==> config.mk <==
export PLATFORM = sky130hd
export DESIGN_NAME = vram_sclk_gen
export DESIGN_NICKNAME = d
export VERILOG_FILES = /design/src/rtl/vram_sclk_pkg.sv /design/src/rtl/vram_flag_edge.sv /design/src/rtl/vram_ins_timer.sv /design/src/rtl/vram_lag_gate.sv /design/src/rtl/vram_sclk_gen.sv
export SDC_FILE = /design/constraint.sdc
export NUM_CORES = 1
export LEC_CHECK = 0
export BUFFER_PORTS_ARGS = -buffer_cell sky130_fd_sc_hd__buf_2
export CAP_MARGIN = 0
export CORE_AREA = 10 10 47 49
export CTS_CLUSTER_SIZE = 20
export DETAILED_ROUTE_END_ITERATION = 16
export DIE_AREA = 0 0 57 59
export PLACE_DENSITY = 0.49
export SLEW_MARGIN = 5
export SYNTH_ARGS = -nofsm -noshare
export SYNTH_HDL_FRONTEND = slang
export SYNTH_SLANG_ARGS = --single-unit
==> constraint.sdc <==
create_clock -name clk -period 2 [get_ports clk]
set_input_delay 0.3 -clock clk [delete_from_list [all_inputs] [get_ports clk]]
set_output_delay 0.3 -clock clk [all_outputs]
set_load 0.1 [all_outputs]
==> src/rtl/vram_sclk_pkg.sv <==
package vram_sclk_pkg;
   typedef enum logic {
      GATE_PASS = 1'b0,
      GATE_SHUT = 1'b1
   } gate_state_t;

   function automatic int unsigned cnt_bits(input int unsigned max_val);
      return (max_val < 2) ? 1 : $clog2(max_val + 1);
   endfunction
endpackage

==> src/rtl/vram_flag_edge.sv <==
module vram_flag_edge #(
   parameter int unsigned STAGES = 2
) (
   input  logic clk,
   input  logic rst_n,
   input  logic flag_async,
   output logic flag_rise
);
   logic [STAGES-1:0] sync_q;
   logic              last_q;

   generate
      if (STAGES < 2) begin : g_bad_stages
         $error("vram_flag_edge: STAGES must be at least 2");
      end
      for (genvar i = 0; i < STAGES; i++) begin : g_stage
         always_ff @(posedge clk or negedge rst_n) begin
            if (!rst_n) begin
               sync_q[i] <= 1'b0;
            end else if (i == 0) begin
               sync_q[i] <= flag_async;
            end else begin
               sync_q[i] <= sync_q[(i == 0) ? 0 : i-1];
            end
         end
      end
   endgenerate

   always_ff @(posedge clk or negedge rst_n) begin
      if (!rst_n) last_q <= 1'b0;
      else        last_q <= sync_q[STAGES-1];
   end

   assign flag_rise = sync_q[STAGES-1] & ~last_q;
endmodule

==> src/rtl/vram_ins_timer.sv <==
module vram_ins_timer #(
   parameter int unsigned INS_DELAY = 2,
   parameter int unsigned INS_WIDTH = 4
) (
   input  logic clk,
   input  logic rst_n,
   input  logic fire,
   output logic busy,
   output logic pulse
);
   import vram_sclk_pkg::*;

   localparam int unsigned TOTAL = INS_DELAY + INS_WIDTH;
   localparam int unsigned CW    = cnt_bits(TOTAL);

   logic [CW-1:0] cnt_q;

   generate
      if (INS_DELAY < 1) begin : g_bad_delay
         $error("vram_ins_timer: INS_DELAY must be at least 1");
      end
      if (INS_WIDTH < 1) begin : g_bad_width
         $error("vram_ins_timer: INS_WIDTH must be at least 1");
      end
   endgenerate

   always_ff @(posedge clk or negedge rst_n) begin
      if (!rst_n) begin
         cnt_q <= '0;
      end else if (cnt_q == '0) begin
         if (fire) cnt_q <= CW'(1);
      end else if (cnt_q == CW'(TOTAL - 1)) begin
         cnt_q <= '0;
      end else begin
         cnt_q <= cnt_q + CW'(1);
      end
   end

   assign busy  = (cnt_q != '0);
   assign pulse = (cnt_q >= CW'(INS_DELAY)) && (cnt_q < CW'(TOTAL));
endmodule

==> src/rtl/vram_lag_gate.sv <==
module vram_lag_gate #(
   parameter int unsigned LAG_PULSES = 2
) (
   input  logic clk,
   input  logic rst_n,
   input  logic blank_n,
   input  logic src,
   output logic pass
);
   import vram_sclk_pkg::*;

   localparam int unsigned LW = cnt_bits(LAG_PULSES);

   gate_state_t   state_q;
   logic [LW-1:0] lag_q;
   logic          src_q;
   logic          src_rise;
   logic          lag_done;

   assign src_rise = src & ~src_q;
   assign lag_done = (lag_q == LW'(LAG_PULSES));

   always_ff @(posedge clk or negedge rst_n) begin
      if (!rst_n) begin
         state_q <= GATE_PASS;
         lag_q   <= '0;
         src_q   <= 1'b0;
      end else begin
         src_q <= src;
         unique case (state_q)
            GATE_PASS: begin
               if (blank_n) begin
                  lag_q <= '0;
               end else if (lag_done && !src) begin
                  state_q <= GATE_SHUT;
               end else if (src_rise && !lag_done) begin
                  lag_q <= lag_q + LW'(1);
               end
            end
            GATE_SHUT: begin
               if (blank_n && !src) begin
                  state_q <= GATE_PASS;
                  lag_q   <= '0;
               end
            end
            default: state_q <= GATE_PASS;
         endcase
      end
   end

   assign pass = (state_q == GATE_PASS);
endmodule

==> src/rtl/vram_sclk_gen.sv <==
module vram_sclk_gen #(
   parameter int unsigned SYNC_STAGES = 2,
   parameter int unsigned INS_DELAY   = 2,
   parameter int unsigned INS_WIDTH   = 4,
   parameter int unsigned LAG_PULSES  = 2
) (
   input  logic clk,
   input  logic rst_n,
   input  logic shift_src,
   input  logic blank_n,
   input  logic xfer_flag,
   input  logic split_en,
   input  logic nibble_mode,
   output logic sclk
);
   logic flag_rise;
   logic fire;
   logic ins_busy;
   logic ins_on;
   logic gate_pass;
   logic sclk_q;

   vram_flag_edge #(.STAGES(SYNC_STAGES)) u_flag (
      .clk        (clk),
      .rst_n      (rst_n),
      .flag_async (xfer_flag),
      .flag_rise  (flag_rise)
   );

   assign fire = flag_rise & split_en & ~nibble_mode & ~blank_n;

   vram_ins_timer #(.INS_DELAY(INS_DELAY), .INS_WIDTH(INS_WIDTH)) u_timer (
      .clk   (clk),
      .rst_n (rst_n),
      .fire  (fire),
      .busy  (ins_busy),
      .pulse (ins_on)
   );

   vram_lag_gate #(.LAG_PULSES(LAG_PULSES)) u_gate (
      .clk     (clk),
      .rst_n   (rst_n),
      .blank_n (blank_n),
      .src     (shift_src),
      .pass    (gate_pass)
   );

   always_ff @(posedge clk or negedge rst_n) begin
      if (!rst_n) sclk_q <= 1'b0;
      else        sclk_q <= (shift_src & gate_pass) | ins_on;
   end

   assign sclk = sclk_q;
endmodule

# Yosys cells after proc, flatten, opt, wreduce, memory -nomap -nowiden
# Cells that the tools add are included.
# classes
add_sub_neg,2
n_lt_le_gt_ge,2
n_eq_ne,6
mux,12
bitwise_logic,12
reduce_logical,8
# op_table
op,count
3-bit two-way mux,3
2-bit two-way mux,4
1-bit AND,6
1-bit inverter,5
1-bit logical AND,4
"2-bit != test, second input constant",2
2-bit case mux with 2 select lines,1
"3-bit by 1-bit adder with 3-bit output, second input constant",1
"3-bit equality test, second input constant",1
"3-bit by 2-bit >= comparator with 1-bit output, second input constant",1
3-bit logical NOT,1
"3-bit less-than comparator, second input constant",1
1-bit two-way mux,3
"3-bit by 2-bit != test with 1-bit output, second input constant",1
"3-bit != test, second input constant",1
3-bit AND reduction,1
"2-bit by 1-bit adder with 2-bit output, second input constant",1
"2-bit equality test, second input constant",1
1-bit logical NOT,2
1-bit case mux with 2 select lines,1
1-bit bitwise OR,1
# word_totals
reg_bits,11
input_bits,7

# Depth between registers and ports, before layout
# Gate-level depths: netlist of run 1.
# logic_depth
word_depth,7
depth_mapped,5
mapped_depth_nobuf,5

# Hierarchy
# Synthesis of run 1 repeated with hierarchy kept, for this count alone.
# hier_totals
hier_cells,38
area_unflattened_um2,452.9
# by_module_without_submodules
module,instances,cells_each,area_per_inst_um2,seq_area_each_um2
vram_lag_gate,1,19,188.9,100.1
vram_ins_timer,1,12,130.1,75.1
vram_flag_edge,1,4,88.8,75.1
vram_sclk_gen,1,3,45.0,25.0

# Worst setup path after synthesis of run 1
# No wires, ideal clock.
# synth_path
path_type,reg-to-reg
from,register u_gate.lag_q[0]
to,register u_gate.lag_q[1]
arrival_time_ns,1.334
setup_slack_ns,0.603
stages_incl_launch_ff,6
period_less_slack_ns,1.397
path_cell_list,dfrtp_1 inv_1 ha_1 or4_1 o21ai_1 a22o_2
# synth_via
elab_chain_len,5
word_cells_on_any_way,12
# synth_lines
item,line,text
"start, declared",vram_lag_gate.sv:15,logic [LW-1:0] lag_q;
"start signal, assigned",vram_lag_gate.sv:37,lag_q <= lag_q + LW'(1);
2-bit by 1-bit adder with 2-bit output or 2-bit equality test (tied branches),"vram_lag_gate.sv:37, vram_lag_gate.sv:21",
2-bit two-way mux or 1-bit logical NOT (tied branches),vram_lag_gate.sv:36,end else if (src_rise && !lag_done) begin
2-bit two-way mux or 1-bit logical AND (tied branches),"vram_lag_gate.sv:34, vram_lag_gate.sv:36",
2-bit two-way mux or 3-bit by 2-bit != test with 1-bit output (tied branches),-,
2-bit case mux with 2 select lines or 3-bit AND reduction (tied branches),-,
# Several ways; a longest one is shown, not always the timed one. The select of a mux whose other input is x is not followed.
# A chain may end at the register's enable or synchronous reset.

# Final worst setup path of run 1
# Same ends and word-level chain as after synthesis.

==> results of run 1 <==
-- worst max-delay path: cells and delay by family, from the launching register on --
family / cells / cell delay, ns
AOI/OAI and AO/OA: 2 / 0.29
and+or+nand+nor: 1 / 0.51
DFF: 1 / 0.39
buffers and inverters: 1 / 0.06
adders and majority gates: 1 / 0.22
-- cells in the mapped netlist --
| cell type | count | area, sq um |
|---|---|---|
| nand2_1 | 2 | 7.51 |
| a21oi_1 | 4 | 20.0 |
| or4_1 | 1 | 7.51 |
| dfrtp_1 | 11 | 275 |
| o21ai_1 | 2 | 10.0 |
| ha_1 | 1 | 12.5 |
| a22o_2 | 2 | 20.0 |
| o21ai_0 | 1 | 5.00 |
| nand3_1 | 1 | 5.00 |
| and2_1 | 1 | 6.26 |
| o22ai_1 | 1 | 6.26 |
| nor2_1 | 2 | 7.51 |
| mux2_2 | 1 | 11.3 |
| inv_1 | 3 | 11.3 |
| nand3b_1 | 1 | 7.51 |
| nor3b_1 | 1 | 7.51 |
-- power by group through the flow --
stage | Clock [mW] | Combinational, mW | Sequential [mW]
6_report | 0.150 | 0.159 | 0.301
5_1_grt | 0.163 | 0.175 | 0.309
2_1_floorplan | 0 | 0.0655 | 0.360
4_1_cts | 0.156 | 0.162 | 0.301
3_3_place_gp | 0 | 0.155 | 0.301
3_5_place_dp | 0 | 0.160 | 0.306
-- logic make-up after synthesis --
logic type      after synthesis  share of synthesized area (%)
compound gates               10                           14.6
simple gates                  9                           11.6
mux                           1                           2.68
flops                        11                           65.5
fa+ha+maj                     1                           2.98
buf+inv                       3                           2.68
-- routing by layer --
layer	track usage, %	routed length (microns)
met2	7.75	384
met1	4.35	329
met5	0	0
met3	2.15	40
met4	6.04	23
-- area by class of cell --
type,count,share of cell area [%]
Tap cell,16,3.91
Timing Repair Buffer,8,8.80
Sequential cell,11,53.8
Inverter,3,2.20
Multi-Input combinational cell,21,26.2
Clock buffer,4,5.13
-- per-stage QoR --
step | hold WS (ns) | util [%] | power (mW) | instance area [sq um]
global route | 0.132 | 36.5 | 0.647 | 512
finish | 0.135 | 36.5 | 0.610 | 512
floorplan | 0.00441 | - | 0.425 | 420
detailed placement | 0.179 | 33.9 | 0.466 | 475
global placement | 0.173 | 33.9 | 0.456 | 475
CTS | 0.124 | 36.5 | 0.620 | 512
-- flip-flops by register name, summed over array words and instances (netlist names) --
register        cells
u_gate.lag_q        2
u_timer.cnt_q       3
u_gate.src_q        1
u_gate.state_q      1
u_flag.sync_q       2
u_flag.last_q       1
sclk                1
-- worst paths after layout --
check	startpoint	endpoint	slack, ns
worst max-delay path	u_gate.lag_q[0]$_DFFE_PN0P_	u_gate.lag_q[1]$_DFFE_PN0P_	0.47
worst min-delay path	xfer_flag	u_flag.sync_q[0]$_DFF_PN0_	0.14
worst max register to register	u_gate.lag_q[0]$_DFFE_PN0P_	u_gate.lag_q[1]$_DFFE_PN0P_	0.47
worst min register to register	u_flag.sync_q[0]$_DFF_PN0_	u_flag.sync_q[1]$_DFF_PN0_	0.36
max in group asynchronous	rst_n	u_gate.lag_q[0]$_DFFE_PN0P_	1.39
min in group asynchronous	rst_n	u_timer.cnt_q[2]$_DFFE_PN0P_	0.42
==> metrics, run 1 <==
final setup vio count=0; largest net degree at the start of global routing=12; Synth Register Bits=11; GPL Wtd Cong=0.645; sequential share of power=49.4%; Max Slew Vio Count=0; Core ar.=0.00140 sq mm; Netlist Area Pre-Place=420 sq um; Fin. Hold Viols=0; Post-Syn Area per Cell=12.0 sq um; critical path class=register to register; sequential area share after synthesis=65.5%; depth of the worst register-to-register path=5; Setup WS pre-CTS=0.463 ns; skew final=0.000843 ns; gr usage total=4.96%; Worst-path clk slew=0.07 ns; Antenna Nets Post-Route=0; dpl hpwl=590 microns; Die Width=57 microns; RSZ-0062 raised after global routing=no; vias per cell=4.84; Fillers=146; clock power share=24.5%; cell internal pwr=0.398 mW; CP Launch Type=register; max_cap viols=0; CTS buffer count=3; Hold-fix buffers, CTS=1; period utilization=76.6%; DR DRC count=0; via count=305; I/O Buffers=7; Layout area overhead=21.7%; drt wl/cell=12.3 microns; Root Driver=clkbuf_4; first-pass GRT wire length=1280 microns; commonest non-fill, non-tap cells in the layout=dfrtp_1, buf_2, a21oi_1; clock buffer depth=2; Critical Path RT=2.21 ns; Placed Cells=58; Worst Hold Depth=1; distinct cell type count of the synthesized netlist=16; Max FO, Critical Path=4; Antenna Cells=0; Max VDD drop=466 uV; CTS tree=done; crit path DAT=1.74 ns; Layout Cells excl Fill=63; Synth Instances=35; net switching power=0.212 mW; Clock Latency Late Sink=0.27 ns; die height=59 microns; CTS H-tree lvls=1; crit-path cells=inv_1 > ha_1 > or4_1 > o21ai_1 > a22o_2; register area=275 sq um; status=completed; Hold WC Path Type=input pin to register; share of post-route cells with drive strength above 1=27.7%; Combinational Power Share=26.1%; final worst slack=0.469 ns; # clock sinks=11; Final #Nets=56; First-pass DRT Iterations=3; Switching Share=34.8%; num ports=8; vias in the first global route=320; final wirelength=777 microns; Setup crit end kind=register; Post-Syn Nets=43; Max-slew headroom=67.8%; Pleak=0.236 nW; initial antenna violation count=0; die area=0.00336 sq mm; slowest CP cell=or4_1; Post-CTS Setup Inserts=0; Worst-Margin Slew=0.487 ns; gr ovfl total=0; Power Dens Cells=1190 mW/mm^2; fin crit period=1.53 ns; commonest non-fill, non-tap cell in the layout=dfrtp_1; area used by multi-input combinational logic=134 sq um; initial core utilization=30.0%; site row count=14; Max Fclk=653 MHz; CTS resizes=0; Initial DRC Count=5; Synth warnings=0; setup TNS=0 ns; Max stage delay on crit path=0.51 ns
Power figures use the tool's default switching activity.
==> run 2, diff against run 1 <==
- ABC_AREA: default -> 1
- PLACE_DENSITY: 0.49 -> 0.55
- clock period: 2 -> 1.4 ns (I/O delays scaled with it)
==> run 2 against run 1 <==
Sequential power rose by 58%. Register-to-register slack got worse by 0.21 ns. Non-clock buffer count did not move. Clock power rose by 43%. Cell area rose by 8.1%. Worst hold slack got worse by 0.089 ns. Synthesized cell count rose by 49%. Setup slack got worse by 0.27 ns. Routed wire length fell by 0.26%.
==> metrics, run 2 <==
status=completed (unchanged); Layout area overhead=19.8% (was 21.7%); crit-path cells=buf_2 (was inv_1 > ha_1 > or4_1 > o21ai_1 > a22o_2); Max VDD drop=661 uV (was 466 uV); first-pass GRT wire length=1220 microns (was 1280 microns); die height=59 microns (unchanged); Die Width=57 microns (unchanged); Total Power=1.05 mW (was 0.610 mW); site row count=14 (unchanged); most frequent cell after synthesis=nand2_1 (was dfrtp_1); commonest non-fill, non-tap cell in the layout=nand2_1 (was dfrtp_1); placed inst area=517 sq um (was 475 sq um); Post-synth top flop=dfrtp_1 (unchanged); slowest CP cell=buf_2 (was or4_1); Top reg by flops=u_timer.cnt_q (unchanged); final core occ=39.5% (was 36.5%); Crit path max-delay family=buffers and inverters (was simple AND/OR/NAND/NOR gates); largest net degree at the start of global routing=12 (unchanged); vias per cell=4.11 (was 4.84); registers with the most flip-flops=u_timer.cnt_q: 3 flops, u_flag.sync_q: 2 flops, u_gate.lag_q: 2 flops (unchanged); Antenna Cells=0 (unchanged); First-pass DRT Iterations=3 (unchanged); drt wl/cell=9.69 microns (was 12.3 microns); gr usage total=4.76% (was 4.96%); area used by multi-input combinational logic=149 sq um (was 134 sq um); Max-slew headroom=67.9% (was 67.8%); Initial DRC Count=1 (was 5); Post-CTS Setup Inserts=0 (unchanged); Antenna Nets Post-Route=0 (unchanged); initial antenna violation count=0 (unchanged); crit path DAT=0.99 ns (was 1.74 ns); DR DRC count=0 (unchanged); clock buffer depth=2 (unchanged); Synth Register Bits=11 (unchanged); vias in the first global route=299 (was 320); RSZ-0062 raised after global routing=no (unchanged); Core ar.=0.00140 sq mm (unchanged); # clock sinks=11 (unchanged); worst hold slack=0.0465 ns (was 0.135 ns); post-synth top area cell=dfrtp_1 (unchanged); CTS buffer count=3 (unchanged); Final #Nets=73 (was 56); CP Launch Type=register (unchanged); skew final=0.00216 ns (was 0.000843 ns); distinct cell type count of the synthesized netlist=13 (was 16); final setup vio count=0 (unchanged); Post-synth top cells=nand2_1, dfrtp_1, inv_1, nor2_1, nand3_1 (was dfrtp_1, a21oi_1, inv_1); share of post-route cells with drive strength above 1=18.8% (was 27.7%); via count=329 (was 305); max_cap viols=0 (unchanged); Max FO, Critical Path=1 (was 4); Worst-path clk slew=0.07 ns (about the same); period utilization=85.9%; die area=0.00336 sq mm (unchanged); Root Driver=clkbuf_4 (unchanged); fin crit period=1.20 ns; Max Fclk=832 MHz; max reg flops=3 (unchanged); Critical Path RT=1.19 ns (was 2.21 ns); gr ovfl total=0 (unchanged); sequential area share after synthesis=59.6% (was 65.5%); initial core utilization=32.9% (was 30.0%); CTS H-tree lvls=1 (unchanged); Max Slew Vio Count=0 (unchanged); Synth Instances=52 (was 35); CTS tree=done (unchanged); post-route design area=553 sq um (was 512 sq um); Synth warnings=0 (unchanged); I/O Buffers=7 (unchanged); Synth area leaders=dfrtp_1, nand2_1, inv_1, nor2_1, nand3_1 (was dfrtp_1, a21oi_1, a22o_2, ha_1, inv_1); dpl hpwl=614 microns (was 590 microns); Post-Syn Area per Cell=8.88 sq um (was 12.0 sq um); number of flops mapped to enable cells by yosys=0 (unchanged); Setup crit end kind=primary output (was register); register area=275 sq um (unchanged); Fin. Hold Viols=0 (unchanged); final wirelength=775 microns (was 777 microns); commonest non-fill, non-tap cells in the layout=nand2_1, dfrtp_1, inv_1 (was dfrtp_1, buf_2, a21oi_1); Post-Syn Nets=60 (was 43); setup TNS=0 ns (unchanged); Clock Latency Late Sink=0.26 ns (was 0.27 ns); critical path class=register to primary output (was register to register); top cell type's share of synthesized area=59.6% (was 65.5%); Power Dens Cells=1900 mW/mm^2 (was 1190 mW/mm^2); GPL Wtd Cong=0.727 (was 0.645); Pleak=0.306 nW (was 0.236 nW); num ports=8 (unchanged); Max stage delay on crit path=0.41 ns (was 0.51 ns); WP buf/inv=1 (unchanged); Hold WC Path Type=input pin to register (unchanged); Post-synth ARST share=100% (unchanged); Netlist Area Pre-Place=462 sq um (was 420 sq um); Worst-Margin Slew=0.485 ns (was 0.487 ns); Fillers=153 (was 146)
[run 2: final cells by class]
cell class,count,share of cell area [%]
inverter,10,6.79
sequential,11,49.8
timing repair buffer,8,8.14
clock buffer,4,4.75
tap,16,3.62
multi-input combinational,31,26.9
[run 2: metal layers]
metal,routed length [microns],global-route usage (%),vias up
li1,-,-,181
met1,342,4.77,141
met2,367,7.29,7
met3,65,3.65,0
met4,0,2.01,0
met5,0,0,-
[run 2: worst paths after layout]
path	startpoint	endpoint	slack [ns]	cells after the start
worst min register to register	u_flag.sync_q[0]$_DFF_PN0_	u_flag.sync_q[1]$_DFF_PN0_	0.35	0
min in group asynchronous	rst_n	u_gate.lag_q[1]$_DFFE_PN0P_	0.34	2
worst min-delay path	xfer_flag	u_flag.sync_q[0]$_DFF_PN0_	0.05	1
worst max-delay path	sclk$_DFF_PN0_	sclk	0.20	1
max in group asynchronous	rst_n	u_gate.src_q$_DFF_PN0_	0.86	2
worst max register to register	u_gate.lag_q[0]$_DFFE_PN0P_	u_gate.lag_q[0]$_DFFE_PN0P_	0.26	8
[run 2: through the flow]
stage,instances,worst slack [ns]
6_report,80,0.197
5_1_grt,80,0.167
4_1_cts,80,0.185
3_5_place_dp,75,0.256
3_3_place_gp,75,0.289
2_1_floorplan,52,0.307
[run 2: cells by family after synthesis]
| family | share of synthesized area (%) |
|---|---|
| simple gates | 27.4 |
| flops | 59.6 |
| buf+inv | 8.13 |
| compound gates | 2.17 |
| fa+ha+maj | 2.71 |
[run 2: timing repair]
item,CTS,global route
hold endpoints to repair,11,0
resized for setup,0,0
hold buffers,1,0
[run 2: report_power, final]
group          total, mW  switching [mW]  internal (mW)
clock              0.214           0.103          0.110
sequential         0.476          0.0661          0.410
combinational      0.361           0.248          0.112
total               1.05           0.418          0.632
